## config.mk

```make
export PLATFORM = sky130hd
export DESIGN_NAME = dram_rfsh_sched
export DESIGN_NICKNAME = d
export VERILOG_FILES = /design/src/rtl/dram_rfsh_pkg.sv /design/src/rtl/dram_rfsh_timer.sv /design/src/rtl/dram_rfsh_pending.sv /design/src/rtl/dram_rfsh_seq.sv /design/src/rtl/dram_rfsh_sched.sv
export SDC_FILE = /design/constraint.sdc
export NUM_CORES = 1
export LEC_CHECK = 0
export BUFFER_PORTS_ARGS = -buffer_cell sky130_fd_sc_hd__buf_2
export CORE_MARGIN = 10
export CORE_UTILIZATION = 35
export CTS_BUF_LIST = sky130_fd_sc_hd__clkbuf_8
export CTS_CLUSTER_SIZE = 20
export DETAILED_ROUTE_END_ITERATION = 6
export PLACE_DENSITY_LB_ADDON = 0.12
export SYNTH_ARGS = -nofsm -noshare
export SYNTH_HDL_FRONTEND = slang
export SYNTH_SLANG_ARGS = --single-unit
```

## constraint.sdc

```tcl
create_clock -name clk -period 2.8 [get_ports clk]
set_input_delay 0.56 -clock clk [delete_from_list [all_inputs] [get_ports clk]]
set_output_delay 0.56 -clock clk [all_outputs]
set_load 0.02 [all_outputs]
```

## src/rtl/dram_rfsh_pkg.sv

```systemverilog
package dram_rfsh_pkg;

   // strobe sequencer phases, in the order they are visited
   typedef enum logic [2:0] {
      SQ_IDLE  = 3'd0,
      SQ_LEAD  = 3'd1,   // column strobe low, row strobe high
      SQ_HOLD  = 3'd2,   // both strobes low
      SQ_RASLO = 3'd3,   // row strobe low, column strobe released
      SQ_PRECH = 3'd4    // both high, bus still owned
   } seq_state_e;

   function automatic int unsigned max4(int unsigned a, int unsigned b,
                                        int unsigned c, int unsigned d);
      int unsigned m;
      m = a;
      if (b > m) m = b;
      if (c > m) m = c;
      if (d > m) m = d;
      return m;
   endfunction

endpackage

```

## src/rtl/dram_rfsh_timer.sv

```systemverilog
module dram_rfsh_timer #(
   parameter int unsigned PAUSE_CYC    = 25000,
   parameter int unsigned INTERVAL_CYC = 1950
) (
   input  logic clk,
   input  logic rst_n,
   input  logic run_i,
   output logic pause_done_o,
   output logic tick_o
);
   localparam int unsigned PW = $clog2(PAUSE_CYC);
   localparam int unsigned IW = $clog2(INTERVAL_CYC);
   localparam logic [PW-1:0] PAUSE_LAST = PW'(PAUSE_CYC - 1);
   localparam logic [IW-1:0] INT_LAST   = IW'(INTERVAL_CYC - 1);

   logic [PW-1:0] pause_cnt;
   logic [IW-1:0] slot_cnt;
   logic          pause_done_q;

   // start-up pause: counts edges once, then stays done
   always_ff @(posedge clk or negedge rst_n) begin
      if (!rst_n) begin
         pause_cnt    <= '0;
         pause_done_q <= 1'b0;
      end else if (!pause_done_q) begin
         if (pause_cnt == PAUSE_LAST) pause_done_q <= 1'b1;
         else                         pause_cnt    <= pause_cnt + 1'b1;
      end
   end

   // slot counter: free-running once enabled, independent of bus grants
   always_ff @(posedge clk or negedge rst_n) begin
      if (!rst_n)                  slot_cnt <= '0;
      else if (run_i) begin
         if (slot_cnt == INT_LAST) slot_cnt <= '0;
         else                      slot_cnt <= slot_cnt + 1'b1;
      end
   end

   assign pause_done_o = pause_done_q;
   assign tick_o       = run_i && (slot_cnt == INT_LAST);

   AST_TICK_AFTER_PAUSE: assert property (@(posedge clk) disable iff (!rst_n)
      tick_o |-> pause_done_q);

endmodule

```

## src/rtl/dram_rfsh_pending.sv

```systemverilog
module dram_rfsh_pending #(
   parameter int unsigned MAX_PEND = 4
) (
   input  logic clk,
   input  logic rst_n,
   input  logic tick_i,
   input  logic take_i,
   output logic pend_any_o,
   output logic pend_full_o
);
   generate
      if (MAX_PEND == 1) begin : g_flag
         logic owed_q;
         logic owed_left;
         always_comb owed_left = owed_q & ~take_i;
         always_ff @(posedge clk or negedge rst_n) begin
            if (!rst_n) owed_q <= 1'b0;
            else        owed_q <= owed_left | tick_i;
         end
         assign pend_any_o  = owed_q;
         assign pend_full_o = owed_q;
      end else begin : g_count
         localparam int unsigned CW = $clog2(MAX_PEND + 1);
         localparam logic [CW-1:0] FULL = CW'(MAX_PEND);
         logic [CW-1:0] owed_q;
         logic [CW-1:0] owed_left;
         logic [CW-1:0] owed_nxt;
         always_comb begin
            owed_left = owed_q - CW'(take_i);
            owed_nxt  = owed_left;
            if (tick_i && (owed_left < FULL)) owed_nxt = owed_left + 1'b1;
         end
         always_ff @(posedge clk or negedge rst_n) begin
            if (!rst_n) owed_q <= '0;
            else        owed_q <= owed_nxt;
         end
         assign pend_any_o  = (owed_q != '0);
         assign pend_full_o = (owed_q == FULL);
      end
   endgenerate

   AST_NO_OVERFLOW: assert property (@(posedge clk) disable iff (!rst_n)
      (pend_full_o && tick_i && !take_i) |=> pend_full_o);
   AST_TAKE_NEEDS_OWED: assert property (@(posedge clk) disable iff (!rst_n)
      take_i |-> pend_any_o);

endmodule

```

## src/rtl/dram_rfsh_seq.sv

```systemverilog
module dram_rfsh_seq
   import dram_rfsh_pkg::*;
#(
   parameter int unsigned LEAD_CYC    = 2,
   parameter int unsigned HOLD_CYC    = 3,
   parameter int unsigned RAS_LOW_CYC = 10,
   parameter int unsigned PRE_CYC     = 8
) (
   input  logic clk,
   input  logic rst_n,
   input  logic start_i,
   output logic ras_n_o,
   output logic cas_n_o,
   output logic busy_o,
   output logic done_o
);
   localparam int unsigned TAIL_CYC = RAS_LOW_CYC - HOLD_CYC;
   localparam int unsigned MAXD     = max4(LEAD_CYC, HOLD_CYC, TAIL_CYC, PRE_CYC);
   localparam int unsigned CW       = $clog2(MAXD + 1);
   localparam logic [CW-1:0] LD_LEAD = CW'(LEAD_CYC - 1);
   localparam logic [CW-1:0] LD_HOLD = CW'(HOLD_CYC - 1);
   localparam logic [CW-1:0] LD_TAIL = CW'(TAIL_CYC - 1);
   localparam logic [CW-1:0] LD_PRE  = CW'(PRE_CYC - 1);

   seq_state_e    st_q, st_nxt;
   logic [CW-1:0] cnt_q, cnt_nxt;
   logic          ras_n_q, cas_n_q;
   logic          last;

   assign last = (cnt_q == '0);

   always_comb begin
      st_nxt  = st_q;
      cnt_nxt = last ? cnt_q : cnt_q - 1'b1;
      unique case (st_q)
         SQ_IDLE:  if (start_i) begin st_nxt = SQ_LEAD;  cnt_nxt = LD_LEAD; end
         SQ_LEAD:  if (last)    begin st_nxt = SQ_HOLD;  cnt_nxt = LD_HOLD; end
         SQ_HOLD:  if (last)    begin st_nxt = SQ_RASLO; cnt_nxt = LD_TAIL; end
         SQ_RASLO: if (last)    begin st_nxt = SQ_PRECH; cnt_nxt = LD_PRE;  end
         SQ_PRECH: if (last)    begin st_nxt = SQ_IDLE;  cnt_nxt = '0;      end
         default:               begin st_nxt = SQ_IDLE;  cnt_nxt = '0;      end
      endcase
   end

   // strobes are registered from the next phase so they are glitch-free
   always_ff @(posedge clk or negedge rst_n) begin
      if (!rst_n) begin
         st_q    <= SQ_IDLE;
         cnt_q   <= '0;
         ras_n_q <= 1'b1;
         cas_n_q <= 1'b1;
      end else begin
         st_q    <= st_nxt;
         cnt_q   <= cnt_nxt;
         ras_n_q <= !((st_nxt == SQ_HOLD) || (st_nxt == SQ_RASLO));
         cas_n_q <= !((st_nxt == SQ_LEAD) || (st_nxt == SQ_HOLD));
      end
   end

   assign ras_n_o = ras_n_q;
   assign cas_n_o = cas_n_q;
   assign busy_o  = (st_q != SQ_IDLE);
   assign done_o  = (st_q == SQ_PRECH) && last;

   AST_CAS_LEADS_RAS: assert property (@(posedge clk) disable iff (!rst_n)
      $fell(ras_n_q) |-> (!cas_n_q && $past(!cas_n_q)));
   AST_PRECH_BOTH_HIGH: assert property (@(posedge clk) disable iff (!rst_n)
      $rose(ras_n_q) |-> cas_n_q);
   AST_STROBE_NEEDS_BUSY: assert property (@(posedge clk) disable iff (!rst_n)
      (!ras_n_q || !cas_n_q) |-> busy_o);
   AST_START_WHEN_IDLE: assert property (@(posedge clk) disable iff (!rst_n)
      start_i |-> !busy_o);

endmodule

```

## src/rtl/dram_rfsh_sched.sv

```systemverilog
module dram_rfsh_sched #(
   parameter int unsigned PAUSE_CYC      = 25000,
   parameter int unsigned INIT_REFRESHES = 8,
   parameter int unsigned INTERVAL_CYC   = 1950,
   parameter int unsigned LEAD_CYC       = 2,
   parameter int unsigned HOLD_CYC       = 3,
   parameter int unsigned RAS_LOW_CYC    = 10,
   parameter int unsigned PRE_CYC        = 8,
   parameter int unsigned MAX_PEND       = 4
) (
   input  logic clk,
   input  logic rst_n,
   input  logic rfsh_gnt_i,
   output logic rfsh_req_o,
   output logic bus_own_o,
   output logic ras_n_o,
   output logic cas_n_o,
   output logic init_ready_o
);
   localparam int unsigned SEQ_CYC = LEAD_CYC + RAS_LOW_CYC + PRE_CYC;
   localparam int unsigned NW      = $clog2(INIT_REFRESHES + 1);

   generate
      if (LEAD_CYC < 1 || HOLD_CYC < 1 || PRE_CYC < 1) begin : g_bad_phase
         $error("dram_rfsh_sched: every strobe phase needs at least one cycle");
      end
      if (RAS_LOW_CYC <= HOLD_CYC) begin : g_bad_raslow
         $error("dram_rfsh_sched: RAS_LOW_CYC must exceed HOLD_CYC");
      end
      if (INIT_REFRESHES < 1 || MAX_PEND < 1 || PAUSE_CYC < 2) begin : g_bad_count
         $error("dram_rfsh_sched: counts out of range");
      end
      if (INTERVAL_CYC <= SEQ_CYC + 1) begin : g_bad_slot
         $error("dram_rfsh_sched: INTERVAL_CYC must exceed one sequence");
      end
   endgenerate

   logic          pause_done, tick;
   logic          owed_any, owed_full;
   logic          busy, done, start;
   logic          ready_q;
   logic [NW-1:0] init_left_q;

   dram_rfsh_timer #(
      .PAUSE_CYC    (PAUSE_CYC),
      .INTERVAL_CYC (INTERVAL_CYC)
   ) u_timer (
      .clk          (clk),
      .rst_n        (rst_n),
      .run_i        (ready_q),
      .pause_done_o (pause_done),
      .tick_o       (tick)
   );

   dram_rfsh_pending #(
      .MAX_PEND    (MAX_PEND)
   ) u_pending (
      .clk         (clk),
      .rst_n       (rst_n),
      .tick_i      (tick),
      .take_i      (start && ready_q),
      .pend_any_o  (owed_any),
      .pend_full_o (owed_full)
   );

   dram_rfsh_seq #(
      .LEAD_CYC    (LEAD_CYC),
      .HOLD_CYC    (HOLD_CYC),
      .RAS_LOW_CYC (RAS_LOW_CYC),
      .PRE_CYC     (PRE_CYC)
   ) u_seq (
      .clk     (clk),
      .rst_n   (rst_n),
      .start_i (start),
      .ras_n_o (ras_n_o),
      .cas_n_o (cas_n_o),
      .busy_o  (busy),
      .done_o  (done)
   );

   // start-up burst bookkeeping
   always_ff @(posedge clk or negedge rst_n) begin
      if (!rst_n) begin
         init_left_q <= NW'(INIT_REFRESHES);
         ready_q     <= 1'b0;
      end else if (done && !ready_q) begin
         init_left_q <= init_left_q - 1'b1;
         if (init_left_q == NW'(1)) ready_q <= 1'b1;
      end
   end

   assign rfsh_req_o   = !busy && (ready_q ? owed_any
                                           : (pause_done && (init_left_q != '0)));
   assign start        = rfsh_req_o && rfsh_gnt_i;
   assign bus_own_o    = busy;
   assign init_ready_o = ready_q;

   AST_NO_REQ_IN_PAUSE: assert property (@(posedge clk) disable iff (!rst_n)
      !pause_done |-> !rfsh_req_o);
   AST_READY_STICKY: assert property (@(posedge clk) disable iff (!rst_n)
      ready_q |=> ready_q);
   AST_GRANT_TAKES_BUS: assert property (@(posedge clk) disable iff (!rst_n)
      (rfsh_req_o && rfsh_gnt_i) |=> (bus_own_o && !rfsh_req_o));
   AST_FULL_IMPLIES_REQ_OR_BUSY: assert property (@(posedge clk) disable iff (!rst_n)
      owed_full |-> (rfsh_req_o || busy));

endmodule

```

==> results of run 1 <==
==> cell type report <==
class / instances / area (um^2) / share of cell area
clock buffers: 5 / 68.82 / 0.02687
clock inverters: 3 / 16.27 / 0.006351
inverters: 15 / 56.30 / 0.02198
multi-input cells: 153 / 1146 / 0.4475
flip-flops and latches: 44 / 1105 / 0.4314
well taps: 77 / 96.34 / 0.03762
repair buffers: 12 / 72.57 / 0.02833
==> kinds of logic after synthesis <==
family / share of synthesized area
simple gates: 0.2372
compound gates: 0.06892
flops: 0.4717
mux: 0.02350
xor+xnor: 0.1010
buf+inv: 0.03899
fa+ha+maj: 0.05876
==> worst min-delay path by stage <==
stage                                startpoint                          end  slack [ps]
final                                     rst_n  u_pending.g_count.owed_q[2]         240
after global routing                      rst_n                 init_ready_o         250
after CTS                                 rst_n  u_pending.g_count.owed_q[2]         240
after detailed placement  u_timer.pause_cnt[14]        u_timer.pause_cnt[14]         460
after global placement    u_timer.pause_cnt[14]        u_timer.pause_cnt[14]         470
after floorplan                           rst_n               init_left_q[0]         260
==> flip-flops by register name, indices dropped and copies added (netlist names) <==
register,cells
init_left_q,4
init_ready_o,1
u_pending.g_count.owed_q,3
u_seq.cas_n_o,1
u_seq.cnt_q,4
u_seq.ras_n_o,1
u_seq.st_q,3
u_timer.pause_cnt,15
u_timer.pause_done_o,1
u_timer.slot_cnt,11
==> critical path: stages (launching register included) <==
cell and delay, ps:
dfrtp_1 410, inv_1 90, ha_1 170, or3b_1 380, a21oi_2 240, nor3_1 120, buf_2 190
==> stage by stage <==
step / instances / instance area (um^2) / utilization / total power, uW
finish: 309 / 2561 / 0.3988 / 1283
global route: 309 / 2561 / 0.3988 / 1368
CTS: 309 / 2561 / 0.3988 / 1315
detailed placement: 301 / 2476 / 0.3855 / 906.2
global placement: 301 / 2476 / 0.3855 / 908.1
floorplan: 217 / 2342 / - / 856.2
==> report_power, final <==
| group | internal, uW | leakage, uW | switching [uW] | total [uW] |
|---|---|---|---|---|
| combinational | 91.6 | 0.000541 | 106 | 198 |
| sequential | 664 | 0.000572 | 28.7 | 693 |
| clock | 171 | 0.0000453 | 221 | 392 |
==> metal layers <==
| layer | GRT usage | part of all wire | up-vias |
|---|---|---|---|
| li1 | - | - | 771 |
| met1 | 0.1118 | 0.51 | 705 |
| met2 | 0.1332 | 0.44 | 13 |
| met3 | 0.02587 | 0.036 | 2 |
| met4 | 0.02970 | 0.0059 | 0 |
| met5 | 0 | 0 | - |
==> placed cells by master (no fill, tap or decap), types with 3 or more instances in the layout <==
cell,n
dfrtp_1,41
nand2_1,21
nor2_1,19
xnor2_1,18
inv_1,15
ha_1,11
xor2_1,9
buf_2,7
nand4_1,6
a21oi_1,5
nor3_1,5
clkbuf_8,5
buf_4,5
o21ai_0,3
mux2_2,3
dfstp_2,3
==> flow_summary.toml, run 1 <==
[outcome]
outcome = "complete, no violations"

[yosys]
synth.distinct_cells = 59
synth_area_mm2 = 0.002342
syn-num-nets = 231
synthFlopType = "dfrtp_1"
yosysTopAreaCellShare = 0.4380
ys_async_sr_fraction = 1.000
yosys.area.top_type = "dfrtp_1"
synthTopCellsByArea = "dfrtp_1 (44%), xnor2_1 (6.7%), ha_1 (5.9%)"
synth_area_per_cell_um2 = 10.79
yosysMostFrequentCell = "dfrtp_1"
yosysWarnings = 0
ys_seq_area_frac = 0.4717
synthCells = 217
synth_seq_cells = 44
synth_common_cells = "dfrtp_1 (41), nand2_1 (21), nor2_1 (19)"
synth_edf_count = 0

[run]
drv_cap = 0

[sta]
timing.hold.ws_ps = 237.2
worstMarginPinSlew_ps = 484.2
drv_slew = 0
finalCritPeriodShare = 0.8757
finalSetupViolations = 0
final.setup.tns_ps = 0
finalCriticalPeriod_ps = 2452
fin_skew_ps = 15.96
finalHoldViolCount = 0
fmax_mhz = 407.8
slew_headroom = 0.6727
rsz0062_at_grt = "no"
fin_ws_ps = 347.9

[setup_path]
critPathLaunchType = "register"
endpoint_kind = "primary output"
crit_start = "init_left_q[0]"
critPathMaxFanout = 3
r2r_start = "u_seq.st_q[1]"
reg2regPathDepth = 9
crit_type = "reg2out"
worst-r2r-setup-slack_ps = 460
arrival_ps = 1890
endpoint = "rfsh_req_o"
required_ps = 2240
reg2reg_to = "u_pending.g_count.owed_q[1]"

[clock_network]
cts-root-buf = "clkbuf_8"
cts_setup_buffers = 0
clock_path_buffers = 2
clock_latency_ps = 300
clkSlewWorstSetupHoldPaths_ps = 90
cts_resized = 0
cts_buffers = 5
cts_tree = "yes"
cts_hold_buf = 0
htree_levels = 2
clock_sinks = 44

[placement]
gp_congestion = 0.8107
dp_hpwl_um = 2939
port_buffers = 7
place_ws_ps = 435.7

[die]
core-area_mm2 = 0.006422
initial_utilization = 0.3647
ios = 8
dieWidth_um = 101.8
die_h_um = 101.8
die-area_mm2 = 0.01036
rows = 29

[final_layout]
area_growth_pct = 9.348
n_antenna_cell = 0
fill_cells = 628
final_nets = 245
layout-drive-gt1-share = 0.1940

[drt]
final_antenna_net_count = 0
via_per_inst = 4.825
route.detailed.drc = 0
wl_per_cell_um = 13.27
drt_pre_antenna_iters = 4
route.vias.total = 1491
wirelength_um = 4100
drt-initial-drc-count = 68

[global_route]
grt_max_degree = 23
antenna_found_initial = 0
grt_pass1_vias = 1515
grt_first_pass_wirelength_um = 7203
gr-total-overflow = 0
track_usage = 0.08621

[pwr]
powerDensity_mw_per_mm2 = 500.8
power.leakage_uw = 0.001158
peakVddDrop_uv = 195.9

[hold_path]
holdCritPathClass = "in2async"
Power figures use the tool's default switching activity.
==> run 2: changes to the inputs <==
BUFFER_PORTS_ARGS = unset   (was -buffer_cell sky130_fd_sc_hd__buf_2)
DONT_BUFFER_PORTS = 1   (was unset)
SLEW_MARGIN = 20   (was unset)
==> flow_summary.toml, run 2 (synthesized netlist as in run 1, its figures left out) <==
[clock_network]
htree_levels = 2
cts_hold_buf = 1
clock_latency_ps = 290
cts-root-buf = "clkbuf_8"
cts_buffers = 5
clock_sinks = 44
cts_tree = "yes"
clkSlewWorstSetupHoldPaths_ps = 80
cts_setup_buffers = 0
cts_resized = 0
clock_path_buffers = 2

[setup_path]
critPathLaunchType = "register"
endpoint_kind = "register"
worst-r2r-setup-slack_ps = 400
max_stage_delay_ps = 480
cpMaxStageDelayCell = "dfrtp_1"
path_buf_inv = 1
endpoint = "u_pending.g_count.owed_q[1]"
cp.depth = 9
cp_common_cell = "ha_1"
arrival_ps = 2570
crit_chain = "or3_4 -> nor3b_2 -> and2_2 -> ha_1 -> ha_1 -> xor2_1 -> inv_1 -> and2_1 -> mux2_1"
r2r_start = "u_seq.st_q[1]"
required_ps = 2970
crit_start = "u_seq.st_q[1]"
reg2regPathDepth = 9
reg2reg_to = "u_pending.g_count.owed_q[1]"
cp_top_family = "simple AND/OR/NAND/NOR gates"
critPathMaxFanout = 10
crit_type = "reg2reg"

[global_route]
gr-total-overflow = 0
track_usage = 0.08803
grt_max_degree = 42
antenna_found_initial = 0
grt_first_pass_wirelength_um = 7251
grt_pass1_vias = 1472

[drt]
wl_met3_um = 122
drt-initial-drc-count = 21
drt_pre_antenna_iters = 3
route.vias.total = 1461
final_antenna_net_count = 0
routed.top_layer = "met4"
wl_per_cell_um = 13.50
route.detailed.drc = 0
via_per_inst = 4.838
wirelength_um = 4076
wl_met1_um = 2162
route.met2.wl_um = 1743

[sta]
fmax_mhz = 416.8
finalHoldViolCount = 0
final.setup.tns_ps = 0
drv_slew = 0
worstMarginPinSlew_ps = 463.5
finalCriticalPeriod_ps = 2399
slew_headroom = 0.6866
finalCritPeriodShare = 0.8568
finalSetupViolations = 0
fin_skew_ps = 3.515
rsz0062_at_grt = "no"

[outcome]
outcome = "complete, no violations"

[die]
rows = 29
dieWidth_um = 101.8
core-area_mm2 = 0.006422
ios = 8
die-area_mm2 = 0.01036
initial_utilization = 0.3647
die_h_um = 101.8

[placement]
dp_hpwl_um = 2855
port_buffers = 0
gp_congestion = 0.7107
dpl_cell_area_mm2 = 0.002434

[final_layout]
layout_common_cells = "dfrtp_1 (41), nand2_1 (21), nor2_1 (19)"
layout-drive-gt1-share = 0.1644
final_nets = 238
area_growth_pct = 8.921
largest_reg_flops = 15
regMostFlops = "u_timer.pause_cnt"
top_regs = "u_timer.pause_cnt: 15 flops, u_timer.slot_cnt: 11 flops"
n_antenna_cell = 0
layout_commonest_cell = "dfrtp_1"
finalInstanceArea_mm2 = 0.002551

[hold_path]
holdCritPathClass = "in2async"

[run]
drv_cap = 0

[pwr]
powerDensity_mw_per_mm2 = 508.9
power.leakage_uw = 0.001146
peakVddDrop_uv = 184.3
[run 2: cell types whose count changed in the layout (fill, tap and decap cells not counted), sizes merged]
cell,before,now
buf,12,5
clkbuf,5,6
clkinv,1,0
clkinvlp,1,0
inv,16,17
[run 2: final cells by class]
type	count	area, um^2
multi-input cells	153	1146
fillers	635	3871
inverters	15	56.30
clock buffers	6	82.58
flip-flops and latches	44	1105
clock inverters	2	7.507
repair buffers	5	57.56
well taps	77	96.34
[run 2: stage by stage]
step / hold WS (ps) / total power, uW / util / std cells / setup slack [ps]
6_report: 90.86 / 1298 / 0.3972 / 302 / 401.0
5_1_grt: 77.52 / 1391 / 0.3972 / 302 / 211.1
4_1_cts: 85.06 / 1329 / 0.3972 / 302 / 387.1
3_5_place_dp: 265.9 / 891.9 / 0.3789 / 293 / 399.2
3_3_place_gp: 265.9 / 889.3 / 0.3789 / 293 / 412.7
2_1_floorplan: 264.4 / 856.2 / - / 217 / 507.1
[run 2: worst min-delay path by stage]
stage | end | slack [ps] | cells past startpoint
after floorplan | init_left_q[0] | 260 | 0
after global placement | u_seq.cnt_q[3] | 270 | 0
after detailed placement | u_seq.cnt_q[3] | 270 | 0
after CTS | init_left_q[3] | 90 | 0
after global routing | init_left_q[3] | 80 | 0
final | u_seq.cnt_q[3] | 90 | 1
[run 2: power by group]
part | leakage (uW) | internal, uW | total, uW | switching [uW]
sequential | 0.000572 | 664 | 694 | 29.2
clock | 0.0000538 | 194 | 406 | 212
combinational | 0.000520 | 93.5 | 199 | 105
[run 2: per-layer routing]
| metal | up-vias | GRT usage |
|---|---|---|
| met5 | - | 0 |
| met4 | 0 | 0.03300 |
| met3 | 5 | 0.02314 |
| met2 | 11 | 0.1277 |
| met1 | 691 | 0.1218 |
| li1 | 754 | - |
